### src/rtl/rtc_pkg.sv
package rtc_pkg;
  localparam int DAY_W = 9;
  localparam int REG_COUNT = 5;
  localparam int SEL_W = 3;

  typedef enum logic [2:0] {
    RGN_ENABLE = 3'd0,
    RGN_ROMSEL = 3'd1,
    RGN_SELECT = 3'd2,
    RGN_LATCH  = 3'd3
  } region_e;

  typedef struct packed {
    logic snapNow;
    logic advance;
  } ctrl_strobe_t;
endpackage

### src/rtl/rtc_wrap_cnt.sv
module rtc_wrap_cnt #(
  parameter int MAX = 60,
  localparam int W = (MAX > 1) ? $clog2(MAX) : 1
) (
  input  logic         clk,
  input  logic         rstN,
  input  logic         inc,
  output logic [W-1:0] value,
  output logic         wrapOut
);
  assign wrapOut = inc && (value == W'(MAX - 1));

  always_ff @(posedge clk) begin
    if (!rstN) value <= '0;
    else if (wrapOut) value <= '0;
    else if (inc) value <= value + W'(1);
  end
endmodule

### src/rtl/rtc_ctrl.sv
module rtc_ctrl
  import rtc_pkg::*;
#(
  parameter int ROM_W = 7,
  parameter int RAM_BANKS = 4,
  localparam int RAM_W = $clog2(RAM_BANKS)
) (
  input  logic             clk,
  input  logic             rstN,
  input  logic             wrEn,
  input  logic [2:0]       wrAddrHi,
  input  logic [7:0]       wrData,
  input  logic             secTick,
  output ctrl_strobe_t     strobe,
  output logic [ROM_W-1:0] romBank,
  output logic [RAM_W-1:0] ramBank,
  output logic             winOpen,
  output logic             clockMode,
  output logic [SEL_W-1:0] regSel
);
  logic latched;
  logic selIsRam, selIsClock;

  assign selIsRam   = wrData < 8'(RAM_BANKS);
  assign selIsClock = (wrData >= 8'd8) && (wrData < 8'(8 + REG_COUNT));

  always_comb begin
    strobe.advance = secTick;
    strobe.snapNow = wrEn && (wrAddrHi == RGN_LATCH) && !latched && (wrData == 8'd1);
  end

  always_ff @(posedge clk) begin
    if (!rstN) begin
      romBank   <= ROM_W'(1);
      ramBank   <= '0;
      winOpen   <= 1'b0;
      clockMode <= 1'b0;
      regSel    <= '0;
      latched   <= 1'b0;
    end else if (wrEn) begin
      case (wrAddrHi)
        RGN_ENABLE: begin
          if (wrData == 8'h0A) winOpen <= 1'b1;
          else if (wrData == 8'h00) winOpen <= 1'b0;
        end
        RGN_ROMSEL: begin
          romBank <= (wrData[ROM_W-1:0] == '0) ? ROM_W'(1) : wrData[ROM_W-1:0];
        end
        RGN_SELECT: begin
          if (selIsRam) begin
            ramBank   <= wrData[RAM_W-1:0];
            clockMode <= 1'b0;
          end else if (selIsClock) begin
            regSel    <= SEL_W'(wrData - 8'd8);
            clockMode <= 1'b1;
          end
        end
        RGN_LATCH: begin
          if (latched && wrData == 8'd0) latched <= 1'b0;
          else if (!latched && wrData == 8'd1) latched <= 1'b1;
        end
        default: ;
      endcase
    end
  end
endmodule

### src/rtl/rtc_data.sv
module rtc_data
  import rtc_pkg::*;
#(
  parameter int SEC_MAX = 60,
  parameter int MIN_MAX = 60,
  parameter int HR_MAX  = 24,
  localparam int SEC_W = (SEC_MAX > 1) ? $clog2(SEC_MAX) : 1,
  localparam int MIN_W = (MIN_MAX > 1) ? $clog2(MIN_MAX) : 1,
  localparam int HR_W  = (HR_MAX > 1) ? $clog2(HR_MAX) : 1
) (
  input  logic             clk,
  input  logic             rstN,
  input  ctrl_strobe_t     strobe,
  input  logic             winOpen,
  input  logic             clockMode,
  input  logic [SEL_W-1:0] regSel,
  output logic [7:0]       rdData,
  output logic             ramPath
);
  logic [SEC_W-1:0] secVal;
  logic [MIN_W-1:0] minVal;
  logic [HR_W-1:0]  hrVal;
  logic             secWrap, minWrap, hrWrap;
  logic [DAY_W-1:0] dayVal;
  logic             dayOvf;
  logic [7:0]       snapReg [REG_COUNT];

  rtc_wrap_cnt #(.MAX(SEC_MAX)) u_sec (
    .clk(clk), .rstN(rstN), .inc(strobe.advance), .value(secVal), .wrapOut(secWrap));
  rtc_wrap_cnt #(.MAX(MIN_MAX)) u_min (
    .clk(clk), .rstN(rstN), .inc(secWrap), .value(minVal), .wrapOut(minWrap));
  rtc_wrap_cnt #(.MAX(HR_MAX)) u_hr (
    .clk(clk), .rstN(rstN), .inc(minWrap), .value(hrVal), .wrapOut(hrWrap));

  always_ff @(posedge clk) begin
    if (!rstN) begin
      dayVal <= '0;
      dayOvf <= 1'b0;
    end else if (hrWrap) begin
      if (dayVal == '1) begin
        dayVal <= '0;
        dayOvf <= 1'b1;
      end else begin
        dayVal <= dayVal + DAY_W'(1);
      end
    end
  end

  always_ff @(posedge clk) begin
    if (!rstN) begin
      for (int i = 0; i < REG_COUNT; i++) snapReg[i] <= '0;
    end else if (strobe.snapNow) begin
      snapReg[0] <= 8'(secVal);
      snapReg[1] <= 8'(minVal);
      snapReg[2] <= 8'(hrVal);
      snapReg[3] <= dayVal[7:0];
      snapReg[4] <= {dayOvf, 6'b0, dayVal[DAY_W-1]};
    end
  end

  always_comb begin
    ramPath = winOpen && !clockMode;
    rdData  = 8'hFF;
    if (winOpen && clockMode && (regSel < SEL_W'(REG_COUNT))) rdData = snapReg[regSel];
  end
endmodule

### src/rtl/latched_rtc_ctrl.sv
module latched_rtc_ctrl
  import rtc_pkg::*;
#(
  parameter int SEC_MAX   = 60,
  parameter int MIN_MAX   = 60,
  parameter int HR_MAX    = 24,
  parameter int ROM_W     = 7,
  parameter int RAM_BANKS = 4,
  localparam int RAM_W = $clog2(RAM_BANKS)
) (
  input  logic             clk,
  input  logic             rstN,
  input  logic             wrEn,
  input  logic [2:0]       wrAddrHi,
  input  logic [7:0]       wrData,
  input  logic             secTick,
  output logic [7:0]       rdData,
  output logic             ramPath,
  output logic [ROM_W-1:0] romBank,
  output logic [RAM_W-1:0] ramBank
);
  ctrl_strobe_t     strobe;
  logic             winOpen, clockMode;
  logic [SEL_W-1:0] regSel;

  rtc_ctrl #(.ROM_W(ROM_W), .RAM_BANKS(RAM_BANKS)) u_ctrl (
    .clk(clk), .rstN(rstN), .wrEn(wrEn), .wrAddrHi(wrAddrHi), .wrData(wrData),
    .secTick(secTick), .strobe(strobe), .romBank(romBank), .ramBank(ramBank),
    .winOpen(winOpen), .clockMode(clockMode), .regSel(regSel));

  rtc_data #(.SEC_MAX(SEC_MAX), .MIN_MAX(MIN_MAX), .HR_MAX(HR_MAX)) u_dp (
    .clk(clk), .rstN(rstN), .strobe(strobe), .winOpen(winOpen),
    .clockMode(clockMode), .regSel(regSel), .rdData(rdData), .ramPath(ramPath));
endmodule

### config.mk
export PLATFORM = sky130hd
export DESIGN_NAME = latched_rtc_ctrl
export DESIGN_NICKNAME = d
export VERILOG_FILES = /design/src/rtl/rtc_pkg.sv /design/src/rtl/rtc_wrap_cnt.sv /design/src/rtl/rtc_ctrl.sv /design/src/rtl/rtc_data.sv /design/src/rtl/latched_rtc_ctrl.sv
export SDC_FILE = /design/constraint.sdc
export NUM_CORES = 1
export LEC_CHECK = 0
export ABC_AREA = 1
export BUFFER_PORTS_ARGS = -buffer_cell sky130_fd_sc_hd__buf_2
export CAP_MARGIN = 30
export CORE_MARGIN = 2
export CORE_UTILIZATION = 32
export DETAILED_ROUTE_END_ITERATION = 7
export PLACE_DENSITY = 0.5
export SETUP_SLACK_MARGIN = 0.5
export SYNTH_ARGS = -nofsm -noshare
export SYNTH_HDL_FRONTEND = slang
export SYNTH_SLANG_ARGS = --single-unit
### constraint.sdc
create_clock -name clk -period 1.95 [get_ports clk]
set_input_delay 0.39 -clock clk [delete_from_list [all_inputs] [get_ports clk]]
set_output_delay 0.39 -clock clk [all_outputs]
set_load 0.02 [all_outputs]
# Yosys cells after proc, flatten, opt, wreduce, memory -nomap -nowiden
# Memory sizes are Yosys's and may differ from the RTL's. A register that Yosys moved wholly into a read port is not among the register bits.
# Cells that the tools add are included.
# Widths: inputs -> output; s select.
[classes]
n_reduce_logical = 30
bitwise = 7
n_lt_le_gt_ge = 4
addsub = 5
eq_ne = 9
n_mux = 20
[ops]
columns = ["cell", "count"]
rows = [
  ["$mux 8", 6],
  ["$add 6x1->6 const B", 2],
  ["$eq 6x6->1 const B", 2],
  ["$logic_and 1x1->1", 12],
  ["$reduce_and 3->1", 4],
  ["$mux 1", 10],
  ["$add 9x1->9 const B", 1],
  ["$eq 9x9->1 const B", 1],
  ["$mux 9", 1],
  ["$eq 8x1->1 const B", 1],
  ["$eq 8x4->1 const B", 1],
  ["$ge 8x4->1 const B", 1],
  ["$logic_not 8->1", 1],
  ["$lt 8x3->1 const B", 1],
  ["$lt 8x4->1 const B", 1],
  ["$logic_not 7->1", 1],
  ["$mux 7", 1],
  ["$eq 3x2->1 const B", 2],
  ["$mux 3", 2],
  ["$reduce_bool 2->1", 3],
  ["$reduce_or 2->1", 3],
  ["$add 5x1->5 const B", 1],
  ["$eq 5x5->1 const B", 1],
  ["$or 1x1->1", 5],
  ["8 further kinds", 11],
]
[totals]
n_memories = 1
ramBits = 40
elab_cells = 87
regBits = 42
in_bits = 15
output_inout_bits = 18
[mem_list]
columns = ["name", "depth", "width", "rd", "rd_clocked_by_memory_dff", "wr", "line_no", "rtl"]
rows = [
  ["u_dp.snapReg", 5, 8, 1, 1, 5, "rtc_data.sv:26", "logic [7:0] snapReg [REG_COUNT];"],
]

# Depth between registers and ports, before layout
# Gate-level depths: netlist of run 1.
[logic_depth]
word_depth = 8
ltp_mapped = 9

# By module
# From an unflattened synthesis of run 1, not the netlist that was laid out.
[unflattened]
hier_cells = 430
hier_area_um2 = 3460.8
[modules_own_cells]
columns = ["mod", "area_each_um2", "cells_per_inst", "instances"]
rows = [
  ["rtc_data", 1794.2, 211, 1],
  ["rtc_ctrl", 744.5, 103, 1],
  ["rtc_wrap_cnt (u_dp.u_min ...)", 327.8, 40, 2],
  ["rtc_wrap_cnt (u_dp.u_hr)", 266.5, 36, 1],
]

# Worst setup path after synthesis of run 1
# OpenSTA, ideal clock, no wires.
[synth_timing]
kind = "input port to flip-flop"
from = "input wrData[7]"
to = "memory u_dp.snapReg[0][0] (enable)"
setup_time_ns = 0.384
slack_ns = 0.094
t_arrival_ns = 1.472
required_ns = 1.566
stages = 5
path_buffers = 0
cell_sequence = "nor2_1 -> nand2_1 -> nor2_1 -> nand3_1 -> nand2_1"
[synth_lines]
columns = ["item", "line_no", "rtl"]
rows = [
  ["from (decl)", "latched_rtc_ctrl.sv:15", "input logic [7:0] wrData,"],
  ["to (decl)", "rtc_data.sv:26", ""],
]

==> run metrics, run 1 <==
VDD IR max 0.3100 mV; Layout Cells excl Fill 625; initial drt markers 66; crit-path max FO 6; Post-synth EDFFs 27; layout cells sized above 1 32.92%; WL/cell 12.66 um; setup_tns 0 ps; Overall Global Routing Usage 14.69%; die height 105.5 um; clock-pin slew on the worst setup and hold paths 80 ps; Max-slew headroom 73.16%; async set or reset register ratio after synthesis 0%; largest cells by area after synthesis dfxtp_1, edfxtp_1, nand2_1; Yosys warning count 0; Layout Nets 504; register bit total from synthesis 72; routed via count 2845; Hold Vio Cnt, Final 0; Die W 105.5 um; diode count 0; synth cell count leaders nand2_1, nor2_1, inv_1; WP data arrival 1330 ps; WP data required 1560 ps; Layout area overhead 34.67%; actual slew at the worst max-slew pin 402.5 ps; htree depth 3; global-route wire length before repair 13.00 mm; pre-CTS WS 213.2 ps; synthesized area per cell 7.853 sq um; critical path type flip-flop to primary output; pin count of the biggest net entering global routing 28; DP Cell Count 585; top-area cell type share of the netlist area 27.31%; syn_nets 440; number of vias per cell 4.552; Worst setup EP type primary output; DP HPWL 5.319 mm; cell taking the most area after synthesis dfxtp_1; Hold Path Class input pin to flip-flop; Seq/Total Area, Yosys 51.90%; Leak 1.740 nW; die area 0.01113 sq mm; clk sinks 72; RSZ-0062 raised after global routing true; clk buf depth 2; most numerous cell in the Yosys netlist nand2_1; Pwr Density 687.1 mW/mm^2; Max Cap Violations 0; Primary FF master, synth dfxtp_1; Gate Count Post-Synth 420; DRT antenna net count 0; Num CTS Buffers 9; Achievable Freq 582.7 MHz; gr ovfl total 0; distinct cell type count after synthesis 28; Critical Path Source Type flip-flop; row cnt 37; gpl congestion 0.8290; residual DRC count 0; Pins Over Slew Limit 0; fin crit share 88.01%; Port Buffer Count 32; Root Driver clkbuf_8; initial antenna violation count 0; hold_buf cts 0; worst skew pair latency 350 ps; I/O pin cnt 33; outcome finished clean; Mapped Area 0.003298 sq mm; Initial Util 32.38%; post-route minimum period 1716 ps; vias in the first global route 2786; Fin Hold WS 332.2 ps; TritonCTS clock tree done; core area 0.01018 sq mm; skew final 12.58 ps; final WL 7.914 mm; DR pass1 iterations 4; # setup viols final 0; worst setup margin 233.9 ps
worst paths after layout:
check	end	cells past startpoint	slack, ps	from
max reg2reg	u_dp.dayVal[2]$_SDFFE_PN0P_	7	540	u_dp.u_min.value[1]$_SDFFE_PP0P_
min	u_ctrl.romBank[2]$_SDFFE_PN0P_	3	330	wrData[2]
max	rdData[0]	6	230	flip-flop
min reg2reg	u_dp.dayOvf$_SDFFE_PN0P_	2	460	u_dp.dayOvf$_SDFFE_PN0P_
cell usage in the layout (no fill, tap or decap), types with 19 or more instances in the layout:
| cell type | synthesis | final |
|---|---|---|
| nand2_1 | 94 | 78 |
| edfxtp_1 | 27 | 27 |
| a21oi_1 | 30 | 21 |
| dfxtp_1 | 45 | 28 |
| nand3_1 | 33 | 19 |
| inv_1 | 55 | 47 |
| buf_4 | 0 | 22 |
| buf_2 | 2 | 25 |
| nor2_1 | 72 | 69 |
sequential cells by signal, summed over array words and instances (netlist names), named ones only:
name and cells:
u_dp.snapReg 27, u_dp.dayVal 9, u_ctrl.romBank 7, u_dp.u_min.value 6, u_dp.u_sec.value 6, u_dp.u_hr.value 5
u_ctrl.regSel 3, u_ctrl.ramBank 2, u_ctrl.clockMode 1, u_ctrl.latched 1, u_ctrl.winOpen 1, u_dp.dayOvf 1
layer usage:
| layer | wire [um] | share of wire (%) | track usage [%] | vias up |
|---|---|---|---|---|
| li1 | - | - | - | 1486 |
| met1 | 3821 | 48 | 19.21 | 1308 |
| met2 | 3656 | 46 | 23.13 | 40 |
| met3 | 302 | 3.8 | 3.834 | 11 |
| met4 | 134 | 1.7 | 5.921 | 0 |
| met5 | 0 | 0 | 0 | - |
layout make-up:
cell class | instances | area [sq um]
Inverter | 56 | 217.7
Multi-Input combinational cell | 285 | 1660
Timing Repair Buffer | 60 | 436.7
Fill cell | 1022 | 5743
Clock inverter | 3 | 65.06
Clock buffer | 13 | 148.9
Tap cell | 136 | 170.2
Sequential cell | 72 | 1743
where the power goes:
group	total, mW	internal, mW	switching (mW)	leakage, nW
logic	0.148	0.0543	0.0942	0.975
clock network	1.32	0.756	0.561	0.108
registers	1.59	1.57	0.0117	0.658
repair_timing:
item | in CTS | in global routing
setup buffers | 14 | 7
setup endpoints to repair | 59 | 31
resized for setup | 60 | 60
gates cloned | 3 | 0
pin swaps | 14 | 21
per-stage QoR:
stage	util (%)	instance area (sq um)	power [mW]
after floorplan	-	3321	1.692
after CTS	41.24	4200	3.053
after global routing	43.61	4442	3.163
final	43.61	4442	3.052
after detailed placement	35.80	3646	1.741
after global placement	35.80	3646	1.740
kinds of logic after synthesis:
logic type      Yosys count  share of synthesized area [%]
compound gates           49                          7.549
xor+xnor                  4                          1.062
fa+ha+maj                 5                          1.897
buf+inv                  64                          7.587
flops                    72                          51.90
simple gates            226                          30.01
critical path, stage by stage, from the launching register on:
cell and delay (ps):
dfxtp_4 390, buf_6 130, nand2_1 50, nand4_1 70, o21ai_1 80, o21ai_2 130
buf_6 130
Note: power is estimated with default switching activity, not from simulation.
==> inputs of run 2 (changes only) <==
--- a/config.mk
+++ b/config.mk
@@ -6,12 +6,12 @@
 export NUM_CORES = 1
 export LEC_CHECK = 0
 export ABC_AREA = 1
-export BUFFER_PORTS_ARGS = -buffer_cell sky130_fd_sc_hd__buf_2
 export CAP_MARGIN = 30
 export CORE_MARGIN = 2
 export CORE_UTILIZATION = 32
 export DETAILED_ROUTE_END_ITERATION = 7
-export PLACE_DENSITY = 0.5
+export DONT_BUFFER_PORTS = 1
+export PLACE_DENSITY = 0.47
 export SETUP_SLACK_MARGIN = 0.5
 export SYNTH_ARGS = -nofsm -noshare
 export SYNTH_HDL_FRONTEND = slang
==> run metrics, run 2 (synthesized netlist as in run 1, its figures left out) <==
outcome finished clean; Overall Global Routing Usage 15.13%; gpl congestion 0.8251; # setup viols final 0; Achievable Freq 586.1 MHz; core area 0.01018 sq mm; most used cell, CP buf_6; worst setup margin 243.7 ps; initial antenna violation count 0; skew final 8.462 ps; post-route minimum period 1706 ps; Layout Nets 482; WP data arrival 1320 ps; cell breakdown of the critical path buf_6 -> nor2_2 -> nor3_1 -> o21ai_1 -> nand3_2 -> buf_6; routed via count 2783; vias in the first global route 2673; DP Area 0.003538 sq mm; htree depth 3; Num CTS Buffers 9; die area 0.01113 sq mm; WP data required 1560 ps; clk buf depth 2; Tot Pwr 2.821 mW; r2r setup slk 470 ps; Initial Util 32.38%; reg2reg end u_dp.dayVal[8]$_SDFFE_PN0P_; Pins Over Slew Limit 0; Leak 1.611 nW; Layout area overhead 29.06%; die height 105.5 um; clk sinks 72; final WL 8.084 mm; crit-path leading delay family flip-flops; global-route wire length before repair 13.12 mm; post-route cell area 0.004257 sq mm; max FFs per register 27; Critical Path Source Type flip-flop; residual DRC count 0; Cells on Worst Hold Path 1; Hold Vio Cnt, Final 0; critical path type flip-flop to primary output; RSZ-0062 raised after global routing true; most frequent cells in the layout nand2_1, nor2_1, inv_1; initial drt markers 160; slowest cell delay on critical path 390 ps; CP max stage cell dfxtp_4; Largest Register u_dp.snapReg; VDD IR max 0.2607 mV; Pwr Density 662.7 mW/mm^2; fin crit share 87.50%; number of vias per cell 4.615; top flop regs u_dp.snapReg x27, u_dp.dayVal x9, u_ctrl.romBank x7; DR pass1 iterations 4; Port Buffer Count 0; Max Cap Violations 0; Worst setup EP type primary output; TritonCTS clock tree done; clock-pin slew on the worst setup and hold paths 80 ps; I/O pin cnt 33; gr ovfl total 0; row cnt 37; Root Driver clkbuf_8; setup_tns 0 ps; actual slew at the worst max-slew pin 307.8 ps; pre-CTS WS 280.8 ps; HP Start rstN; Die W 105.5 um; WL/cell 13.41 um; worst skew pair latency 340 ps; pin count of the biggest net entering global routing 28; Max-slew headroom 79.46%; commonest non-fill, non-tap cell in the layout nand2_1; worst path bufs/invs 2; crit-path max FO 6; diode count 0; worst flop-to-flop path startpoint u_dp.u_sec.value[1]$_SDFFE_PP0P_; Fin Hold WS 148.7 ps; layout cells sized above 1 26.34%; Reg2Reg Depth 8; hold_buf cts 0; DRT antenna net count 0; DP HPWL 5.354 mm; Endpoint, Worst Hold u_ctrl.romBank[0]$_SDFFE_PN1P_; Hold Path Class input pin to flip-flop
run 2: what timing repair did:
item / CTS / global route
hold endpoints to repair: 0 / 0
buffers inserted: 20 / 5
setup endpoints to repair: 63 / 64
gates resized for setup: 52 / 41
pin swaps: 21 / 11
cloned: 2 / 0
run 2: metal layers:
layer,vias to the layer above,share of wire (%),global-route usage (%)
met4,0,0.73,5.827
met5,-,0,0
met3,4,2.8,3.463
met2,36,47,23.00
met1,1308,49,20.92
li1,1435,-,-
run 2: through the flow:
step / cells / util (%)
3_5_place_dp: 560 / 34.74
6_report: 603 / 41.79
2_1_floorplan: 420 / -
3_3_place_gp: 560 / 34.74
5_1_grt: 603 / 41.79
4_1_cts: 598 / 40.16
run 2: worst max-delay path by stage:
| stage | from | end | slack [ps] | cells past startpoint |
|---|---|---|---|---|
| final | flip-flop | rdData[5] | 240 | 6 |
| after CTS | flip-flop | rdData[0] | 200 | 5 |
| after global routing | flip-flop | rdData[0] | 150 | 5 |
| after floorplan | wrData[7] | u_dp.snapReg[0][0]$_SDFFCE_PN0P_ | 510 | 5 |
| after detailed placement | u_dp.dayVal[0]$_SDFFE_PN0P_ | u_dp.dayVal[3]$_SDFFE_PN0P_ | 280 | 9 |
| after global placement | u_dp.u_sec.value[0]$_SDFFE_PP0P_ | u_dp.dayVal[4]$_SDFFE_PN0P_ | 250 | 9 |
run 2: layout make-up:
class	count	area, sq um
clock inverters	3	15.01
clock buffers	13	170.2
repair buffers	38	346.6
flip-flops and latches	72	1743
fillers	1059	5928
well taps	136	170.2
inverters	56	212.7
multi-input cells	285	1599
run 2: power breakdown:
group | leakage, nW | internal [mW] | switching [mW]
Clock | 0.0965 | 0.571 | 0.559
Combinational | 0.856 | 0.0379 | 0.0606
Sequential | 0.658 | 1.57 | 0.0189
run 2: worst reg2reg max path, delay by kind of cell (launching register included):
kind                       cells  cell delay (ps)
buffers and inverters          1              150
and+or+nand+nor                5              600
DFF                            1              380
AOI/OAI and AO/OA              1              130
adders and majority gates      1              160
==> inputs of run 3 (changes only) <==
--- a/config.mk
+++ b/config.mk
@@ -5,7 +5,6 @@
 export SDC_FILE = /design/constraint.sdc
 export NUM_CORES = 1
 export LEC_CHECK = 0
-export ABC_AREA = 1
 export CAP_MARGIN = 30
 export CORE_MARGIN = 2
 export CORE_UTILIZATION = 32
==> run metrics, run 3 <==
Pins Over Slew Limit 0; initial antenna violation count 0; gr ovfl total 0; WL/cell 16.22 um; global-route wire length before repair 12.86 mm; number of vias per cell 4.928; commonest non-fill, non-tap cell in the layout buf_4; DR pass1 iterations 4; DRT antenna net count 0; Hold Vio Cnt, Final 0; fin crit share 109.8%; Num CTS Buffers 9; die area 0.01151 sq mm; Max-slew headroom 67.69%; register bit total from synthesis 72; worst setup margin -191.6 ps; Root Driver clkbuf_8; residual DRC count 0; Worst setup EP type flip-flop; Port Buffer Count 0; top-area cell type share of the netlist area 26.38%; Die W 107.3 um; DP HPWL 5.309 mm; Max Cap Violations 0; skew final 9.077 ps; RSZ-0062 raised after global routing true; die height 107.3 um; most frequent cells in the layout buf_4, dfxtp_1, edfxtp_1; DP Cell Count 461; VDD IR max 0.4155 mV; largest cells by area after synthesis dfxtp_1, edfxtp_1, and2_1; violated checks setup timing; row cnt 37; vias in the first global route 2488; Yosys warning count 0; Critical Path Source Type flip-flop; Layout Nets 381; Largest Register u_dp.snapReg; Fin Hold WS 111.2 ps; DP Area 0.003742 sq mm; diode count 0; initial drt markers 125; clock-pin slew on the worst setup and hold paths 70 ps; actual slew at the worst max-slew pin 482.5 ps; Mapped Area 0.003415 sq mm; TritonCTS clock tree done; cell taking the most area after synthesis dfxtp_1; post-route cell area 0.004449 sq mm; Post-synth EDFFs 27; gpl congestion 0.7181; crit-path max FO 7; most numerous cell in the Yosys netlist dfxtp_1; Seq/Total Area, Yosys 50.13%; worst skew pair latency 350 ps; outcome finished with violations; layout cells sized above 1 36.89%; htree depth 3; WP data arrival 2420 ps; Pwr Density 638.8 mW/mm^2; clk buf depth 2; pin count of the biggest net entering global routing 40; fillers 981; WP data required 2230 ps; async set or reset register ratio after synthesis 0%; post-route minimum period 2142 ps; Overall Global Routing Usage 14.58%; top flop regs u_dp.snapReg x27, u_dp.dayVal x9, u_ctrl.romBank x7; distinct cell type count after synthesis 52; clk sinks 72; Primary FF master, synth dfxtp_1; Layout Cells excl Fill 502; Achievable Freq 466.9 MHz; I/O pin cnt 33; synth cell count leaders dfxtp_1, nand2_1, and2_1; Leak 1.641 nW; Hold Path Class input pin to flip-flop; routed via count 2474; Layout area overhead 30.30%; Initial Util 33.07%; final WL 8.143 mm; # setup viols final 7; max FFs per register 27; Gate Count Post-Synth 321; core area 0.01032 sq mm; syn_nets 341; synthesized area per cell 10.64 sq um; critical path type flip-flop to flip-flop
-- run 3: cell types whose count changed in the layout (fill, tap and decap cells not counted), moves of 10 or more --
cell and change:
nand2_1 -60, inv_1 -49, nor2_1 -48, a21oi_1 -25, and2_1 +24, nand3_1 -19, mux2i_1 +17, nor2b_1 +10
-- run 3: what timing repair did --
item	4_1_cts	5_1_grt
gates resized for setup	58	21
endpoints found under the setup margin	38	79
pin swaps	30	14
buffers inserted	16	6
hold buffers	0	0
cloned	0	3
-- run 3: path summary, 6_finish.rpt --
| path | startpoint | end | slack (ps) | cells after the start |
|---|---|---|---|---|
| min reg2reg | u_ctrl.latched$_SDFFE_PN0P_ | u_ctrl.latched$_SDFFE_PN0P_ | 460 | 2 |
| max reg2reg | u_dp.dayVal[1]$_SDFFE_PN0P_ | u_dp.dayVal[4]$_SDFFE_PN0P_ | -190 | 9 |
| max | u_dp.dayVal[1]$_SDFFE_PN0P_ | u_dp.dayVal[4]$_SDFFE_PN0P_ | -190 | 9 |
| min | rstN | u_ctrl.romBank[0]$_SDFFE_PN1P_ | 110 | 1 |
-- run 3: worst max-delay path, cell delays in order, from the launching register on --
cell and delay, ps:
dfxtp_2 340, ha_4 160, and3_4 170, and3_4 170
and3_4 150, ha_4 150, and4bb_1 280, nand4_4 140
or3b_1 400, a21boi_1 120
-- run 3: report_power, final --
part / total, mW / leakage, nW / switching (mW) / internal [mW]
sequential: 1.60 / 0.633 / 0.0191 / 1.58
combinational: 0.0934 / 0.914 / 0.0451 / 0.0483
clock: 1.14 / 0.0937 / 0.560 / 0.585
total: 2.84 / 1.64 / 0.625 / 2.22
-- run 3: stage by stage --
step           power (mW)  utilization (%)  setup slack, ps  setup TNS [ps]
3_5_place_dp        1.717            36.25           -193.4           -1145
2_1_floorplan       1.707                -           -207.3           -1278
3_3_place_gp        1.714            36.25           -160.4          -937.9
6_report            2.842            43.10           -191.6           -1028
5_1_grt             2.953            43.10           -280.4           -1667
4_1_cts             2.874            41.51           -193.8           -1031
-- run 3: area by class of cell --
| cell class | count | area [sq um] | area share (%) |
|---|---|---|---|
| clock buffer | 10 | 127.6 | 2.868 |
| clock inverter | 6 | 60.06 | 1.350 |
| inverter | 5 | 18.77 | 0.4218 |
| multi-input combinational | 228 | 1901 | 42.72 |
| sequential | 72 | 1742 | 39.15 |
| tap | 136 | 170.2 | 3.825 |
| timing repair buffer | 45 | 430.4 | 9.674 |
-- run 3: metal layers --
| layer | global-route usage, % | share of wire, % | vias up |
|---|---|---|---|
| met5 | 0 | 0 | - |
| met4 | 7.421 | 2.5 | 0 |
| met3 | 2.603 | 2.2 | 15 |
| met2 | 21.56 | 45 | 33 |
| met1 | 20.37 | 50 | 1197 |
| li1 | - | - | 1229 |
-- run 3: kinds of logic after synthesis --
group                    share of synthesized area [%]
AO/OA/AOI/OAI                                    7.292
XOR/XNOR                                         2.565
adder cells (fa/ha/maj)                          1.832
buffers and inverters                            3.261
flip-flops                                       50.13
multiplexers                                     8.611
AND/OR/NAND/NOR                                  26.31
